$ cat src/rtl/cmpseq_pkg.sv
package cmpseq_pkg;
  parameter int unsigned CS_CHANNELS = 4;
  localparam int unsigned CS_CH_W  = (CS_CHANNELS > 1) ? $clog2(CS_CHANNELS) : 1;
  localparam int unsigned CS_IDX_W = CS_CH_W + 1;
  localparam int unsigned CS_OUT_W = 2 * CS_CHANNELS;

  typedef logic [CS_CH_W-1:0]  ch_t;
  typedef logic [CS_IDX_W-1:0] idx_t;
  typedef struct packed { ch_t ch; logic rf; } step_t;
  typedef enum logic { ST_IDLE = 1'b0, ST_RUN = 1'b1 } seq_state_e;

  // final step of a sequence: highest channel on its highest reference
  function automatic logic step_is_last(step_t s, ch_t top, logic [CS_CHANNELS-1:0] two);
    return (s.ch == top) && (s.rf || !two[s.ch]);
  endfunction

  function automatic step_t step_next(step_t s, logic [CS_CHANNELS-1:0] two);
    step_t n;
    if (!s.rf && two[s.ch]) begin
      n.ch = s.ch;
      n.rf = 1'b1;
    end else begin
      n.ch = s.ch + 1'b1;
      n.rf = 1'b0;
    end
    return n;
  endfunction

  function automatic idx_t bit_of(step_t s);
    return {s.ch, s.rf};
  endfunction

  function automatic logic [CS_OUT_W-1:0] clear_mask(logic [CS_CHANNELS-1:0] en);
    logic [CS_OUT_W-1:0] m;
    for (int i = 0; i < int'(CS_CHANNELS); i++) begin
      m[2*i]   = en[i];
      m[2*i+1] = en[i];
    end
    return m;
  endfunction
endpackage

$ cat src/rtl/cmpseq_trigger.sv
module cmpseq_trigger (
  input  logic clk,
  input  logic rst_n,
  input  logic pup,
  input  logic level_mode,
  input  logic idle,
  input  logic take,
  output logic start_req
);
  logic pup_q, armed, pup_rise;

  assign pup_rise  = pup & ~pup_q;
  assign start_req = level_mode ? pup : armed;

  always_ff @(posedge clk) begin
    if (!rst_n) begin
      pup_q <= 1'b0;
      armed <= 1'b0;
    end else begin
      pup_q <= pup;
      if (take || level_mode)   armed <= 1'b0;
      else if (idle && pup_rise) armed <= 1'b1;
    end
  end

  // a one-shot arm is consumed by the start it causes
  assert_arm_consumed_R3: assert property (@(posedge clk) disable iff (!rst_n)
    (take && !level_mode) |=> !armed);
endmodule

$ cat src/rtl/cmpseq_stepper.sv
module cmpseq_stepper
  import cmpseq_pkg::*;
(
  input  logic                   clk,
  input  logic                   rst_n,
  input  logic                   enable,
  input  logic                   samp_clk,
  input  logic                   cap_neg,
  input  logic                   level_mode,
  input  logic                   pup,
  input  logic                   start_req,
  input  logic                   restart,
  input  ch_t                    top_ch,
  input  logic [CS_CHANNELS-1:0] two_ref,
  output step_t                  step,
  output logic                   running,
  output logic                   cap_fire,
  output logic                   cap_last,
  output logic                   clr_fire,
  output logic                   take,
  output logic                   drdy
);
  seq_state_e state;
  logic sclk_q, done;
  logic s_rise, s_fall, cap_ev, adv_ev, adv_fire, last;

  assign s_rise   = samp_clk & ~sclk_q;
  assign s_fall   = ~samp_clk & sclk_q;
  assign cap_ev   = cap_neg ? s_fall : s_rise;
  assign adv_ev   = cap_neg ? s_rise : s_fall;
  assign running  = (state == ST_RUN);
  assign last     = step_is_last(step, top_ch, two_ref);
  assign clr_fire = running & enable & restart;
  assign cap_fire = running & enable & cap_ev & ~done & ~restart;
  assign cap_last = cap_fire & last;
  assign adv_fire = running & enable & adv_ev & done & ~restart;
  assign take     = ~running & enable & adv_ev & start_req;

  always_ff @(posedge clk) begin
    if (!rst_n) begin
      state  <= ST_IDLE;
      step   <= '0;
      done   <= 1'b0;
      sclk_q <= 1'b0;
      drdy   <= 1'b0;
    end else begin
      sclk_q <= samp_clk;
      drdy   <= cap_last;
      if (!enable) begin
        state <= ST_IDLE;
        step  <= '0;
        done  <= 1'b0;
      end else if (clr_fire) begin
        step <= '0;
        done <= 1'b0;
      end else if (cap_fire) begin
        done <= 1'b1;
      end else if (adv_fire) begin
        done <= 1'b0;
        if (!last) step <= step_next(step, two_ref);
        else begin
          step  <= '0;
          state <= (level_mode && pup) ? ST_RUN : ST_IDLE;
        end
      end else if (take) begin
        state <= ST_RUN;
        step  <= '0;
        done  <= 1'b0;
      end
    end
  end

  assert_order_R1: assert property (@(posedge clk) disable iff (!rst_n)
    (running && $past(running) && step.ch != $past(step.ch))
      |-> (step.ch == ch_t'($past(step.ch) + 1'b1) || step.ch == '0));
  assert_active_range_R1: assert property (@(posedge clk) disable iff (!rst_n)
    running |-> step.ch <= top_ch);
  assert_ref_pair_R2: assert property (@(posedge clk) disable iff (!rst_n)
    (running && step.rf) |-> two_ref[step.ch]);
  assert_idle_home_R11: assert property (@(posedge clk) disable iff (!rst_n)
    !running |-> (step == '0));
  assert_drdy_single_R9: assert property (@(posedge clk) disable iff (!rst_n)
    drdy |=> !drdy);
  assert_capture_first_R12: assert property (@(posedge clk) disable iff (!rst_n)
    (running && $past(running) && step != $past(step) && !$past(clr_fire)) |-> $past(done));
endmodule

$ cat src/rtl/cmpseq_latch.sv
module cmpseq_latch
  import cmpseq_pkg::*;
(
  input  logic                   clk,
  input  logic                   rst_n,
  input  logic                   stagger,
  input  logic                   cap_fire,
  input  logic                   cap_last,
  input  logic                   clr_fire,
  input  step_t                  step,
  input  logic                   cmp,
  input  logic [CS_CHANNELS-1:0] clr_en,
  output logic [CS_OUT_W-1:0]    res
);
  logic [CS_OUT_W-1:0] shadow, merged, mask;

  assign mask = clear_mask(clr_en);

  always_comb begin
    merged = shadow;
    merged[bit_of(step)] = cmp;
  end

  always_ff @(posedge clk) begin
    if (!rst_n) begin
      shadow <= '0;
      res    <= '0;
    end else if (clr_fire) begin
      shadow <= shadow & ~mask;
      res    <= res & ~mask;
    end else if (cap_fire) begin
      shadow <= merged;
      if (stagger)       res[bit_of(step)] <= cmp;
      else if (cap_last) res <= merged;
    end
  end

  assert_restart_clear_R8: assert property (@(posedge clk) disable iff (!rst_n)
    clr_fire |=> ((res & $past(mask)) == '0));
  assert_simul_hold_R5: assert property (@(posedge clk) disable iff (!rst_n)
    (!stagger && !cap_last && !clr_fire) |=> $stable(res));
  assert_stagger_bit_R6: assert property (@(posedge clk) disable iff (!rst_n)
    (stagger && cap_fire) |=> (res[bit_of($past(step))] == $past(cmp)));
endmodule

$ cat src/rtl/cmpseq_top.sv
module cmpseq_top
  import cmpseq_pkg::*;
(
  input  logic                   clk,
  input  logic                   rst_n,
  input  logic                   samp_clk,
  input  logic                   pup,
  input  logic                   cmp_in,
  input  logic                   restart,
  input  logic [CS_CH_W-1:0]     cfg_top_ch,
  input  logic [CS_CHANNELS-1:0] cfg_two_ref,
  input  logic                   cfg_level,
  input  logic                   cfg_stagger,
  input  logic                   cfg_cap_neg,
  input  logic [CS_CHANNELS-1:0] cfg_clr_en,
  output logic [CS_CH_W-1:0]     ch_sel,
  output logic                   ref_sel,
  output logic [CS_OUT_W-1:0]    res_out,
  output logic                   data_ready
);
  step_t               step;
  logic                bypass, running, start_req, take;
  logic                cap_fire, cap_last, clr_fire;
  logic [CS_OUT_W-1:0] latched;

  assign bypass = (cfg_top_ch == '0) && !cfg_two_ref[0];

  cmpseq_trigger u_trig (
    .clk(clk), .rst_n(rst_n), .pup(pup), .level_mode(cfg_level),
    .idle(~running), .take(take), .start_req(start_req)
  );

  cmpseq_stepper u_step (
    .clk(clk), .rst_n(rst_n), .enable(~bypass), .samp_clk(samp_clk),
    .cap_neg(cfg_cap_neg), .level_mode(cfg_level), .pup(pup),
    .start_req(start_req), .restart(restart), .top_ch(cfg_top_ch),
    .two_ref(cfg_two_ref), .step(step), .running(running),
    .cap_fire(cap_fire), .cap_last(cap_last), .clr_fire(clr_fire),
    .take(take), .drdy(data_ready)
  );

  cmpseq_latch u_latch (
    .clk(clk), .rst_n(rst_n), .stagger(cfg_stagger), .cap_fire(cap_fire),
    .cap_last(cap_last), .clr_fire(clr_fire), .step(step), .cmp(cmp_in),
    .clr_en(cfg_clr_en), .res(latched)
  );

  assign ch_sel  = step.ch;
  assign ref_sel = step.rf;
  assign res_out = bypass ? {{(CS_OUT_W-1){1'b0}}, pup & cmp_in} : latched;

  assert_bypass_parked_R10: assert property (@(posedge clk) disable iff (!rst_n)
    (bypass && $past(bypass)) |-> (!running && !data_ready));
endmodule

$ cat config.mk
export PLATFORM = sky130hd
export DESIGN_NAME = cmpseq_top
export DESIGN_NICKNAME = d
export VERILOG_FILES = /design/src/rtl/cmpseq_pkg.sv /design/src/rtl/cmpseq_trigger.sv /design/src/rtl/cmpseq_stepper.sv /design/src/rtl/cmpseq_latch.sv /design/src/rtl/cmpseq_top.sv
export SDC_FILE = /design/constraint.sdc
export NUM_CORES = 1
export LEC_CHECK = 0
export ABC_AREA = 1
export BUFFER_PORTS_ARGS = -buffer_cell sky130_fd_sc_hd__buf_4
export CORE_ASPECT_RATIO = 0.5
export CORE_MARGIN = 1
export CORE_UTILIZATION = 51
export DETAILED_ROUTE_END_ITERATION = 8
export PLACE_DENSITY = 0.76
export SLEW_MARGIN = 20
export SYNTH_ARGS = -nofsm -noshare
export SYNTH_HDL_FRONTEND = slang
export SYNTH_SLANG_ARGS = --single-unit
$ cat constraint.sdc
create_clock -name clk -period 1.51 [get_ports clk]
set_clock_uncertainty 0.2 [all_clocks]
set_input_delay 0.302 -clock clk [delete_from_list [all_inputs] [get_ports clk]]
set_output_delay 0.302 -clock clk [all_outputs]
set_load 0.05 [all_outputs]
### Yosys cells after proc, flatten, opt, wreduce, memory -nomap -nowiden

Index checks and enable logic that the tools add are counted.
Widths: inputs -> output; s select.

| word-level totals | value |
|---|---|
| bits in registers | 25 |
| input port bits | 19 |
| output and inout bits | 12 |
| word-level logic and storage cells | 96 |

| cells by class | value |
|---|---|
| add/sub/neg operators | 1 |
| magnitude comparators | 3 |
| equality and inequality tests | 3 |
| muxes and demuxes | 27 |
| bitwise operators | 29 |
| reduce and logical (&&, ||, !) cells | 23 |

Operator list:

| cell | count |
|---|---|
| $mux 8 | 7 |
| $and 1x1->1 | 16 |
| $and 8x8->8 | 2 |
| $bwmux 8 | 2 |
| $mux 1 | 12 |
| $mux 3 | 4 |
| $not 1->1 | 10 |
| $not 8->8 | 1 |
| $logic_and 1x1->1 | 6 |
| $reduce_bool 3->1 | 2 |
| $lt 3x4->1 const B | 1 |
| $reduce_and 2->1 | 2 |
| $reduce_and 4->1 | 1 |
| $reduce_bool 2->1 | 2 |
| $reduce_or 2->1 | 2 |
| $demux 1 s3 | 1 |
| $ge 3x1->1 const B | 1 |
| $logic_not 1->1 | 3 |
| $lt 2x3->1 const B | 1 |
| $ne 3x3->1 const B | 1 |
| $reduce_and 3->1 | 1 |
| $reduce_or 3->1 | 1 |
| $add 2x1->2 const B | 1 |
| $bmux 1 s2 | 1 |
| 4 further kinds | 5 |

### Depth between registers and ports, before layout

Gate-level depths: netlist of the first run.

| logic depth | value |
|---|---|
| depth after elaboration | 12 |
| mapped depth | 12 |
| gate-level depth less buffers | 12 |

### Cells and area by module

From an unflattened synthesis of the first run, not the netlist that was laid out.

| unflattened totals | value |
|---|---|
| cells, all modules | 289 |
| area, all modules | 1746.7 µm² |

Modules (own cells, without submodules):

| module | instances | cells an instance | area each (µm²) | sequential area each (µm²) |
|---|---|---|---|---|
| cmpseq_latch | 1 | 174 | 1058.5 | 320.3 |
| cmpseq_stepper | 1 | 79 | 506.7 | 140.1 |
| cmpseq_top | 1 | 24 | 96.3 | 0.0 |
| cmpseq_trigger | 1 | 12 | 85.1 | 40.0 |

### Worst setup path after synthesis of the first run

Ideal clock, no wire load.

| path | value |
|---|---|
| path type | input-to-output |
| from | input cfg_two_ref[0] |
| to | output res_out[0] |
| arrival time | 1.618 ns |
| required time | 1.008 ns |
| path slack | -0.610 ns |
| stages on the path | 4 |
| buffers on the path | 0 |
| path through | inv_2 nand3_4 inv_2 o21ai_0 |

| on the way | value |
|---|---|
| word-level cells in the longest chain between the ends | 3 |

Ends and longest elaborated chain:

| what | line | text |
|---|---|---|
| from (decl) | cmpseq_top.sv:11 | `input logic [CS_CHANNELS-1:0] cfg_two_ref,` |
| $logic_not 1->1 | cmpseq_top.sv:26 | `assign bypass = (cfg_top_ch == '0) && !cfg_two_ref[0];` |
| $logic_and 1x1->1 | cmpseq_top.sv:26 |  |
| $mux 8 | cmpseq_top.sv:50 | `assign res_out = bypass ? {{(CS_OUT_W-1){1'b0}}, pup & cmp_in} : latched;` |
| to (decl) | cmpseq_top.sv:18 | `output logic [CS_OUT_W-1:0] res_out,` |

No other way between the ends.

### Worst setup path after layout of the first run

| path | value |
|---|---|
| from | register, netlist name u_step.step[1] |
| to | register u_latch.res[1] |

| on the way | value |
|---|---|
| word-level cells in the longest chain between the ends | 9 |
| elaborated cells on any way between the ends | 20 |
| those cells by class | 2 x order compare; 1 x eq/ne; 10 x mux; 1 x bitwise; 6 x reduce/logical |

Ends and longest elaborated chain:

| what | line | text |
|---|---|---|
| $lt 3x4->1 (not written as such) / $ge 3x1->1 (equally long branches) | cmpseq_latch.sv:21, cmpseq_latch.sv:33 |  |
| $logic_and 1x1->1 (not written as such) | cmpseq_latch.sv:21, cmpseq_latch.sv:33 |  |
| $mux 1 (not written as such) | cmpseq_latch.sv:21, cmpseq_latch.sv:33 |  |
| $demux 1 s3 | - |  |
| $bwmux 8 | cmpseq_latch.sv:21 | `merged[bit_of(step)] = cmp;` |
| $mux 8 | cmpseq_latch.sv:34 | `else if (cap_last) res <= merged;` |
| $mux 8 | cmpseq_latch.sv:33 | `if (stagger) res[bit_of(step)] <= cmp;` |
| $mux 8 | cmpseq_latch.sv:31 | `end else if (cap_fire) begin` |
| $mux 8 | cmpseq_latch.sv:28 | `end else if (clr_fire) begin` |
| to (signal assigned) | cmpseq_latch.sv:30 | `res <= res & ~mask;` |
| to (signal, indexed assignment) | cmpseq_latch.sv:33 |  |
| to (signal assigned) | cmpseq_latch.sv:34 |  |
| to (decl) | cmpseq_latch.sv:13 | `output logic [CS_OUT_W-1:0] res` |

Parallel ways exist; a longest one is shown, timed or not. The select of a mux whose other input is x is not followed.
A chain may end at the register's enable or synchronous reset.

==> impl_metrics.yaml, run 1 <==
critical_path:
  max_stage_delay_ns: 0.47
  critPathBufInv: 2
  cp-start-kind: "flop"
  required_ns: 1.54
  crit_slowest_cell: "dfxtp_4"
  ff2ff_path_depth: 11
  startpoint: "u_step.step[1]$_SDFFE_PP0P_"
  arrival_ns: 1.90
  crit_path_frequent_cell: "nand2_1"
  critPathMaxFanout: 8
  timing.rr.end: "u_latch.res[1]$_SDFFE_PN0P_"
  worstSetupPathType: "flop to flop"
  path_cells: "inv_6 -> ha_2 -> nand2_1 -> nand2_2 -> o21ai_2 -> nand2_1 -> o21ai_0 -> inv_1 -> nand4_1 -> nand2_1 -> nor2_1"
  rrSetupSlack_ns: -0.36
  critical-path-top-delay-family: "simple AND/OR/NAND/NOR gates"
  timing.rr.start: "u_step.step[1]$_SDFFE_PP0P_"
  cp-end-kind: "flop"
synth:
  synth_async_sr_flop_share: 0
  syn_nets: 324
  synth.distinct_cells: 30
  synth_area_leaders: "dfxtp_1 (27%), nand2_1 (17%), inv_1 (9.8%), nand3_1 (9.0%), nor2_1 (5.5%)"
  synth_enable_flop_cells: 0
  synth-seq-cells: 25
  yosysSeqAreaShare: 0.273
  syn_avg_cell_area_um2: 6.09
  yosys.area.top_type: "dfxtp_1"
  syn_inst: 301
  synthesis.yosys.warnings: 0
  syn_area_um2: 1830
  ys.flop_type: "dfxtp_1"
  synth_top_area_share: 0.273
floorplanning:
  fp.dieH_um: 44.4
  die_x_um: 86.8
  ios: 31
  die_area_um2: 3850
  start_util: 0.571
  fp.coreArea_um2: 3210
  num_rows: 14
finish:
  layout_common_cells: "nand2_1 (66), buf_4 (55), inv_1 (43)"
  drive_above_1_share: 0.467
  syn2layout_area_growth_pct: 63.1
  fin_area_um2: 2990
  final_common_cell: "nand2_1"
  nNetsFinal: 399
  diodes: 0
  final_cells: 423
sta:
  rsz0062_at_grt: "yes"
  period_needed_ns: 1.87
  post-route-period-util: 1.24
  worstMarginPinSlew_ns: 0.348
  setup_viol: 29
  max-slew-margin-rel: 0.762
  fmax_mhz: 535
  hold_violations: 0
  drv_slew: 0
  final.setup.worst_slack_ns: -0.361
power_and_ir_drop:
  combPwrFrac: 0.242
  internal-power_mw: 0.992
  p_seq_frac: 0.457
  ir_worst_vdd_mv: 0.405
  power.leakage_nw: 1.34
  p_sw_mw: 0.480
  p_sw_frac: 0.326
  clkPwrFrac: 0.300
  p_per_area_nw_per_um2: 493
route:
  final_antenna_net_count: 0
  wirelength_um: 7920
  dr.pass1.iters: 9
  met1_length_um: 2900
  drt_iter0_markers: 370
  met2_length_um: 3570
  route.met3.wl_um: 882
  post_drt_wl_per_cell_um: 18.7
  drc_errors: 0
  detail_route.vias_per_cell: 6.15
  dr.max_layer_used: "met4"
  vias: 2603
min_path:
  hold_class: "input port to flop"
  min_to: "u_trig.armed$_SDFFE_PP0P_"
  min_delay_path_depth: 2
  hp-start: "cfg_level"
global_route:
  grt.total_usage: 0.305
  grt_pass1_vias: 2114
  gr-total-overflow: 0
  grt_max_degree: 18
  antenna_found_initial: 0
  grt_pass1_wl_um: 9050
place:
  dp_hpwl_um: 3790
  dp_slack_ns: -0.261
  routabilityCongestion: 0.894
  post_dp_cell_area_um2: 2410
  place_inst: 408
  io_buffer_count: 30
status:
  status: "finished with violations"
  violations: "setup timing"
clock_tree:
  cts_root_buffer: "clkbuf_8"
  insertion_delay_ns: 0.28
  clk_path_buf_depth: 2
  htree_num_levels: 1
  holdBufCountCts: 0
  cts.reportedPaths.clkPinSlew_ns: 0.10
  cts_tree: "done"
  cts_sinks: 25
  cts-buffers-inserted: 3
run:
  cap_violations: 0
==> power groups by stage <==
stage / clock network (mW) / logic [mW] / registers [mW]
finish: 0.442 / 0.357 / 0.673
global placement: 0 / 0.245 / 0.685
floorplan: 0 / 0.141 / 0.688
CTS: 0.431 / 0.286 / 0.670
detailed placement: 0 / 0.252 / 0.686
global route: 0.454 / 0.371 / 0.673
==> area by class of cell <==
type / instances / area (µm²)
multi-input combinational: 211 / 1420
timing repair buffer: 77 / 699
sequential: 25 / 517
inverter: 58 / 245
fill: 114 / 218
tap: 48 / 60.1
clock buffer: 4 / 45.0
==> worst max path at each step <==
| stage | to | slack (ns) | depth (start not counted) |
|---|---|---|---|
| floorplan | res_out[1] | -0.17 | 4 |
| global placement | u_latch.res[1]$_SDFFE_PN0P_ | -0.20 | 12 |
| detailed placement | u_latch.res[0]$_SDFFE_PN0P_ | -0.26 | 12 |
| CTS | u_latch.res[2]$_SDFFE_PN0P_ | -0.16 | 11 |
| global route | u_latch.res[2]$_SDFFE_PN0P_ | -0.45 | 10 |
| finish | u_latch.res[1]$_SDFFE_PN0P_ | -0.36 | 11 |
==> kinds of logic after synthesis <==
family / count (synthesis) / share of synthesized area
simple gates: 168 / 0.436
buf+inv: 66 / 0.145
compound gates: 38 / 0.118
flops: 25 / 0.273
fa+ha+maj: 4 / 0.0273
==> flip-flops by register name, indices dropped and copies added, names as in the netlist <==
name,cells
u_latch.res,8
u_latch.shadow,8
u_step.step,3
u_step.done,1
u_step.drdy,1
u_step.running,1
u_step.sclk_q,1
u_trig.armed,1
u_trig.pup_q,1
==> metrics by stage <==
step / util / setup TNS [ns] / hold WS (ns) / total power [mW]
floorplan: - / -2.02 / 0.190 / 0.828
detailed placement: 0.751 / -3.90 / 0.267 / 0.938
global route: 0.932 / -5.66 / 0.0160 / 1.50
finish: 0.932 / -3.97 / 0.0176 / 1.47
CTS: 0.830 / -1.78 / 0.00159 / 1.39
global placement: 0.751 / -3.17 / 0.254 / 0.930
==> per-layer routing <==
metal / global-route usage / vias up
li1: - / 1103
met1: 0.364 / 1158
met2: 0.557 / 250
met3: 0.0709 / 92
met4: 0.103 / 0
met5: 0 / -
==> cell usage after synthesis, types with 3 or more instances <==
cell type and n:
nand2_1 83, inv_1 48, nand3_1 33, nor2_1 27, dfxtp_1 25, o21ai_0 16, a21oi_1 11, inv_2 9
nand4_1 9, ha_1 4, nand3b_1 4, buf_2 3, clkbuf_1 3, nand3_2 3, o21a_1 3
==> what timing repair did <==
item / in CTS / in global routing
pin swaps: 22 / 37
setup buffers: 5 / 9
gates resized for setup: 47 / 81
endpoints found under the setup margin: 29 / 30
gates cloned: 1 / 0
Note: power is estimated with default switching activity, not from simulation.
==> inputs of run 2 (changes only) <==
--- a/config.mk
+++ b/config.mk
@@ -7,11 +7,13 @@
 export LEC_CHECK = 0
 export ABC_AREA = 1
 export BUFFER_PORTS_ARGS = -buffer_cell sky130_fd_sc_hd__buf_4
+export CELL_PAD_IN_SITES_DETAIL_PLACEMENT = 1
+export CELL_PAD_IN_SITES_GLOBAL_PLACEMENT = 1
 export CORE_ASPECT_RATIO = 0.5
 export CORE_MARGIN = 1
-export CORE_UTILIZATION = 51
+export CORE_UTILIZATION = 35
 export DETAILED_ROUTE_END_ITERATION = 8
-export PLACE_DENSITY = 0.76
+export PLACE_DENSITY_LB_ADDON = 0.1
 export SLEW_MARGIN = 20
 export SYNTH_ARGS = -nofsm -noshare
 export SYNTH_HDL_FRONTEND = slang
==> impl_metrics.yaml, run 2 (same netlist as run 1, synthesis figures left out) <==
finish:
  fin_area_um2: 3020
  multi_input_area_um2: 1410
  syn2layout_area_growth_pct: 65.1
  drive_above_1_share: 0.471
  layout_common_cells: "nand2_1 (63), buf_4 (58), inv_1 (41)"
  regArea_um2: 520
  final_common_cell: "nand2_1"
  diodes: 0
  nNetsFinal: 402
  fillers: 646
  reg_top3: "u_latch.res x8, u_latch.shadow x8, u_step.step x3"
place:
  post_dp_cell_area_um2: 2430
  dp_hpwl_um: 4520
  routabilityCongestion: 0.827
  io_buffer_count: 30
  dp_slack_ns: -0.251
sta:
  worstMarginPinSlew_ns: 0.345
  holdWs_ns: 0.00306
  hold_violations: 0
  period_needed_ns: 1.84
  fmax_mhz: 543
  final.setup.worst_slack_ns: -0.332
  drv_slew: 0
  setup_viol: 32
  post-route-period-util: 1.22
  rsz0062_at_grt: "yes"
  max-slew-margin-rel: 0.764
route:
  dr.pass1.iters: 4
  drt_iter0_markers: 51
  detail_route.vias_per_cell: 5.08
  post_drt_wl_per_cell_um: 17.0
  vias: 2278
  final_antenna_net_count: 0
  drc_errors: 0
  wirelength_um: 7620
floorplanning:
  die_area_um2: 5540
  fp.dieH_um: 53.2
  num_rows: 18
  start_util: 0.368
  fp.coreArea_um2: 4980
  ios: 31
  die_x_um: 104
clock_tree:
  cts_tree: "done"
  cts_sinks: 25
  cts.reportedPaths.clkPinSlew_ns: 0.10
  htree_num_levels: 1
  holdBufCountCts: 0
  cts-buffers-inserted: 3
  cts_root_buffer: "clkbuf_8"
  insertion_delay_ns: 0.29
  clk_path_buf_depth: 2
power_and_ir_drop:
  finalPower_mw: 1.46
  combPwrFrac: 0.240
  p_sw_frac: 0.320
  p_seq_frac: 0.459
  p_sw_mw: 0.468
  p_per_area_nw_per_um2: 484
  ir_worst_vdd_mv: 0.310
  internal-power_mw: 0.995
  clkPwrFrac: 0.301
  power.leakage_nw: 1.37
critical_path:
  max_stage_delay_ns: 0.46
  path_cells: "inv_8 -> ha_4 -> nand2_1 -> nand2_1 -> o21ai_1 -> nand2_1 -> nand2_1 -> inv_1 -> nand4_1 -> nand2_1 -> nor2_1"
  cp-start-kind: "flop"
  cp-end-kind: "flop"
  crit_path_frequent_cell: "nand2_1"
  worstSetupPathType: "flop to flop"
  crit_slowest_cell: "dfxtp_4"
  critPathMaxFanout: 7
  arrival_ns: 1.86
  critical-path-top-delay-family: "simple AND/OR/NAND/NOR gates"
  critPathBufInv: 2
  required_ns: 1.53
min_path:
  hold_class: "input port to flop"
global_route:
  gr-total-overflow: 0
  grt.total_usage: 0.242
  antenna_found_initial: 0
  grt_pass1_vias: 2162
  grt_max_degree: 27
  grt_pass1_wl_um: 10300
run:
  cap_violations: 0
status:
  status: "finished with violations"
  violations: "setup timing"
==> run 2: worst reg2reg max path, stage by stage (launching register included) <==
cell	delay, ns
dfxtp_4	0.46
inv_8	0.08
ha_4	0.18
nand2_1	0.10
nand2_1	0.08
o21ai_1	0.16
nand2_1	0.11
nand2_1	0.10
inv_1	0.05
nand4_1	0.09
nand2_1	0.06
nor2_1	0.10
==> run 2: path summary, 6_finish.rpt <==
kind | slack [ns] | to | start | cells after the start
worst min-delay path | 0.003 | u_trig.armed$_SDFFE_PP0P_ | cfg_level | 2
worst max register to register | -0.33 | u_latch.res[0]$_SDFFE_PN0P_ | u_step.step[1]$_SDFFE_PP0P_ | 11
worst max-delay path | -0.33 | u_latch.res[0]$_SDFFE_PN0P_ | u_step.step[1]$_SDFFE_PP0P_ | 11
worst min register to register | 0.29 | u_latch.shadow[2]$_SDFFE_PN0N_ | u_latch.shadow[2]$_SDFFE_PN0N_ | 2
==> run 2: power groups by stage <==
stage	sequential [mW]	clock, mW	combinational [mW]
after floorplan	0.688	0	0.141
after global placement	0.685	0	0.257
after detailed placement	0.686	0	0.265
after CTS	0.671	0.446	0.300
after global routing	0.673	0.474	0.374
final	0.672	0.441	0.350
==> run 2: what timing repair did <==
| item | in CTS | in global routing |
|---|---|---|
| pin swaps | 25 | 34 |
| resized for setup | 61 | 68 |
| endpoints found under the setup margin | 28 | 33 |
| buffers inserted | 7 | 10 |
| cloned | 1 | 0 |
==> run 2: layout make-up <==
cell class,count,area share
well taps,70,0.0290
repair buffers,80,0.237
flip-flops and latches,25,0.172
inverters,58,0.0819
clock buffers,4,0.0149
multi-input cells,211,0.465
==> run 2: layer usage <==
metal | track usage | wire, µm
met2 | 0.464 | 3720
met3 | 0.0382 | 252
met5 | 0 | 0
met4 | 0.0357 | 131
met1 | 0.297 | 3520
==> run 2: through the flow <==
stage | cells | setup TNS (ns) | util
2_1_floorplan | 301 | -2.02 | -
3_3_place_gp | 430 | -3.71 | 0.489
3_5_place_dp | 430 | -4.42 | 0.489
4_1_cts | 441 | -2.31 | 0.553
5_1_grt | 448 | -6.13 | 0.608
6_report | 448 | -4.25 | 0.608
==> inputs of run 3 (changes only) <==
--- a/config.mk
+++ b/config.mk
@@ -5,13 +5,12 @@
 export SDC_FILE = /design/constraint.sdc
 export NUM_CORES = 1
 export LEC_CHECK = 0
-export ABC_AREA = 1
 export BUFFER_PORTS_ARGS = -buffer_cell sky130_fd_sc_hd__buf_4
 export CELL_PAD_IN_SITES_DETAIL_PLACEMENT = 1
 export CELL_PAD_IN_SITES_GLOBAL_PLACEMENT = 1
 export CORE_ASPECT_RATIO = 0.5
 export CORE_MARGIN = 1
-export CORE_UTILIZATION = 35
+export CORE_UTILIZATION = 36
 export DETAILED_ROUTE_END_ITERATION = 8
 export PLACE_DENSITY_LB_ADDON = 0.1
 export SLEW_MARGIN = 20
==> impl_metrics.yaml, run 3 <==
synth:
  syn_inst: 212
  synth_top_area_share: 0.298
  yosysSeqAreaShare: 0.298
  syn_avg_cell_area_um2: 7.93
  yosys.area.top_type: "dfxtp_1"
  ys.flop_type: "dfxtp_1"
  syn_area_um2: 1680
  synth_async_sr_flop_share: 0
  synthMostInstantiatedCell: "nand2_1"
  synth_area_leaders: "dfxtp_1 (30%), o211ai_1 (7.6%), nand2_1 (6.0%), mux2i_1 (5.4%), nand3b_1 (5.4%)"
  yosys-top-cells-count: "nand2_1 (27), dfxtp_1 (25), o211ai_1 (17)"
  synth.distinct_cells: 38
  syn_nets: 235
  synth-seq-cells: 25
  synthesis.yosys.warnings: 0
  synth_enable_flop_cells: 0
route:
  detail_route.vias_per_cell: 5.55
  drt_iter0_markers: 41
  final_antenna_net_count: 0
  post_drt_wl_per_cell_um: 17.2
  vias: 1754
  drc_errors: 0
  wirelength_um: 5440
  dr.pass1.iters: 4
critical_path:
  required_ns: 1.52
  worstSetupPathType: "flop to flop"
  path_cells: "mux2_4 -> a22oi_2 -> nand4_4 -> o211ai_1 -> mux2i_1"
  cp-end-kind: "flop"
  ff2ff_path_depth: 5
  arrival_ns: 1.84
  max_stage_delay_ns: 0.41
  crit_slowest_cell: "dfxtp_4"
  cp-start-kind: "flop"
  critPathMaxFanout: 8
finish:
  syn2layout_area_growth_pct: 42.0
  layout_common_cells: "buf_4 (40), nand2_1 (24), dfxtp_1 (21)"
  nNetsFinal: 283
  final_cells: 316
  final_common_cell: "buf_4"
  reg_top3: "u_latch.res x8, u_latch.shadow x8, u_step.step x3"
  fillers: 523
  drive_above_1_share: 0.351
  diodes: 0
sta:
  worstMarginPinSlew_ns: 0.478
  fmax_mhz: 547
  setup_viol: 30
  hold_violations: 0
  max-slew-margin-rel: 0.681
  post-route-period-util: 1.21
  final.setup.worst_slack_ns: -0.317
  rsz0062_at_grt: "yes"
  period_needed_ns: 1.83
  drv_slew: 0
global_route:
  grt_max_degree: 23
  grt.total_usage: 0.235
  grt_pass1_vias: 1773
  gr-total-overflow: 0
  grt_pass1_wl_um: 8920
  antenna_found_initial: 0
clock_tree:
  cts-buffers-inserted: 3
  htree_num_levels: 1
  clk_path_buf_depth: 2
  insertion_delay_ns: 0.27
  cts_tree: "done"
  cts_sinks: 25
  cts.reportedPaths.clkPinSlew_ns: 0.10
  holdBufCountCts: 0
  cts_root_buffer: "clkbuf_8"
floorplanning:
  die_x_um: 98.6
  die_area_um2: 4960
  ios: 31
  fp.coreArea_um2: 4450
  num_rows: 17
  fp.dieH_um: 50.3
  start_util: 0.378
place:
  place_inst: 307
  dp_hpwl_um: 3860
  io_buffer_count: 30
  routabilityCongestion: 0.803
  dp_slack_ns: -0.475
power_and_ir_drop:
  p_per_area_nw_per_um2: 550
  ir_worst_vdd_mv: 0.340
  power.leakage_nw: 0.880
status:
  violations: "setup timing"
  status: "finished with violations"
run:
  cap_violations: 0
min_path:
  hold_class: "input port to flop"
  min_delay_path_depth: 2
## run 3: changes by cell type after synthesis, moves of 8 or more
cell      delta
nand3_1     -23
o211ai_1    +17
inv_2        -9
a21boi_1     +8
and2_1      +10
nand2_1     -56
inv_1       -44
mux2i_1      +9
nand3b_1     +8
nor3b_1     +10
nor2_1      -20
## run 3: worst max-delay path, delay by kind of cell, from the launching register on
family             cells  cell delay (ns)
DFF                    1             0.41
muxes                  2             0.52
and+or+nand+nor        1             0.20
AOI/OAI and AO/OA      2             0.43
## run 3: timing repair
| action | CTS | global route |
|---|---|---|
| endpoints found under the setup margin | 33 | 31 |
| cloned | 1 | 0 |
| resized for setup | 30 | 8 |
| setup buffers | 3 | 1 |
| pin swaps | 16 | 6 |
## run 3: routing by layer
metal | track usage | routed length [µm]
met3 | 0.0418 | 267
met2 | 0.394 | 2500
met4 | 0.0149 | 13
met1 | 0.330 | 2660
met5 | 0 | 0
## run 3: path summary, 6_finish.rpt
check | startpoint | endpoint | slack (ns)
worst max-delay path | u_step.step[1]$_SDFFE_PP0P_ | u_latch.res[3]$_SDFFE_PN0P_ | -0.32
worst min-delay path | pup | u_trig.pup_q$_SDFF_PN0_ | 0.07
worst max register to register | u_step.step[1]$_SDFFE_PP0P_ | u_latch.res[3]$_SDFFE_PN0P_ | -0.32
worst min register to register | u_latch.res[6]$_SDFFE_PN0P_ | u_latch.res[6]$_SDFFE_PN0P_ | 0.27
## run 3: logic make-up after synthesis
| logic type | count (synthesis) | synth area share |
|---|---|---|
| buf+inv | 16 | 0.0447 |
| xor+xnor | 2 | 0.0104 |
| mux | 11 | 0.0670 |
| simple gates | 102 | 0.349 |
| fa+ha+maj | 4 | 0.0298 |
| flops | 25 | 0.298 |
| compound gates | 52 | 0.201 |
## run 3: metrics by stage
step	instance area, µm²	TNS (ns)	hold WS [ns]	utilization	total power [mW]
after floorplan	1760	-3.45	0.224	-	0.785
after global placement	2160	-11.16	0.252	0.486	0.875
after detailed placement	2160	-11.14	0.266	0.486	0.880
after CTS	2360	-7.26	0.0623	0.531	1.32
after global routing	2390	-8.59	0.0759	0.537	1.38
final	2390	-6.85	0.0656	0.537	1.31
## run 3: area by class of cell
class / count / area, µm² / share of cell area
sequential: 25 / 513 / 0.215
clock buffer: 3 / 41.3 / 0.0173
tap: 57 / 71.3 / 0.0299
clock inverter: 1 / 5.00 / 0.00210
multi-input combinational: 172 / 1240 / 0.519
inverter: 4 / 15.0 / 0.00629
timing repair buffer: 54 / 503 / 0.211
## run 3: power breakdown
part	leakage, nW	switching (mW)	internal (mW)	total, mW
registers	0.205	0.00495	0.661	0.666
logic	0.650	0.119	0.109	0.228
clock network	0.0255	0.233	0.185	0.418
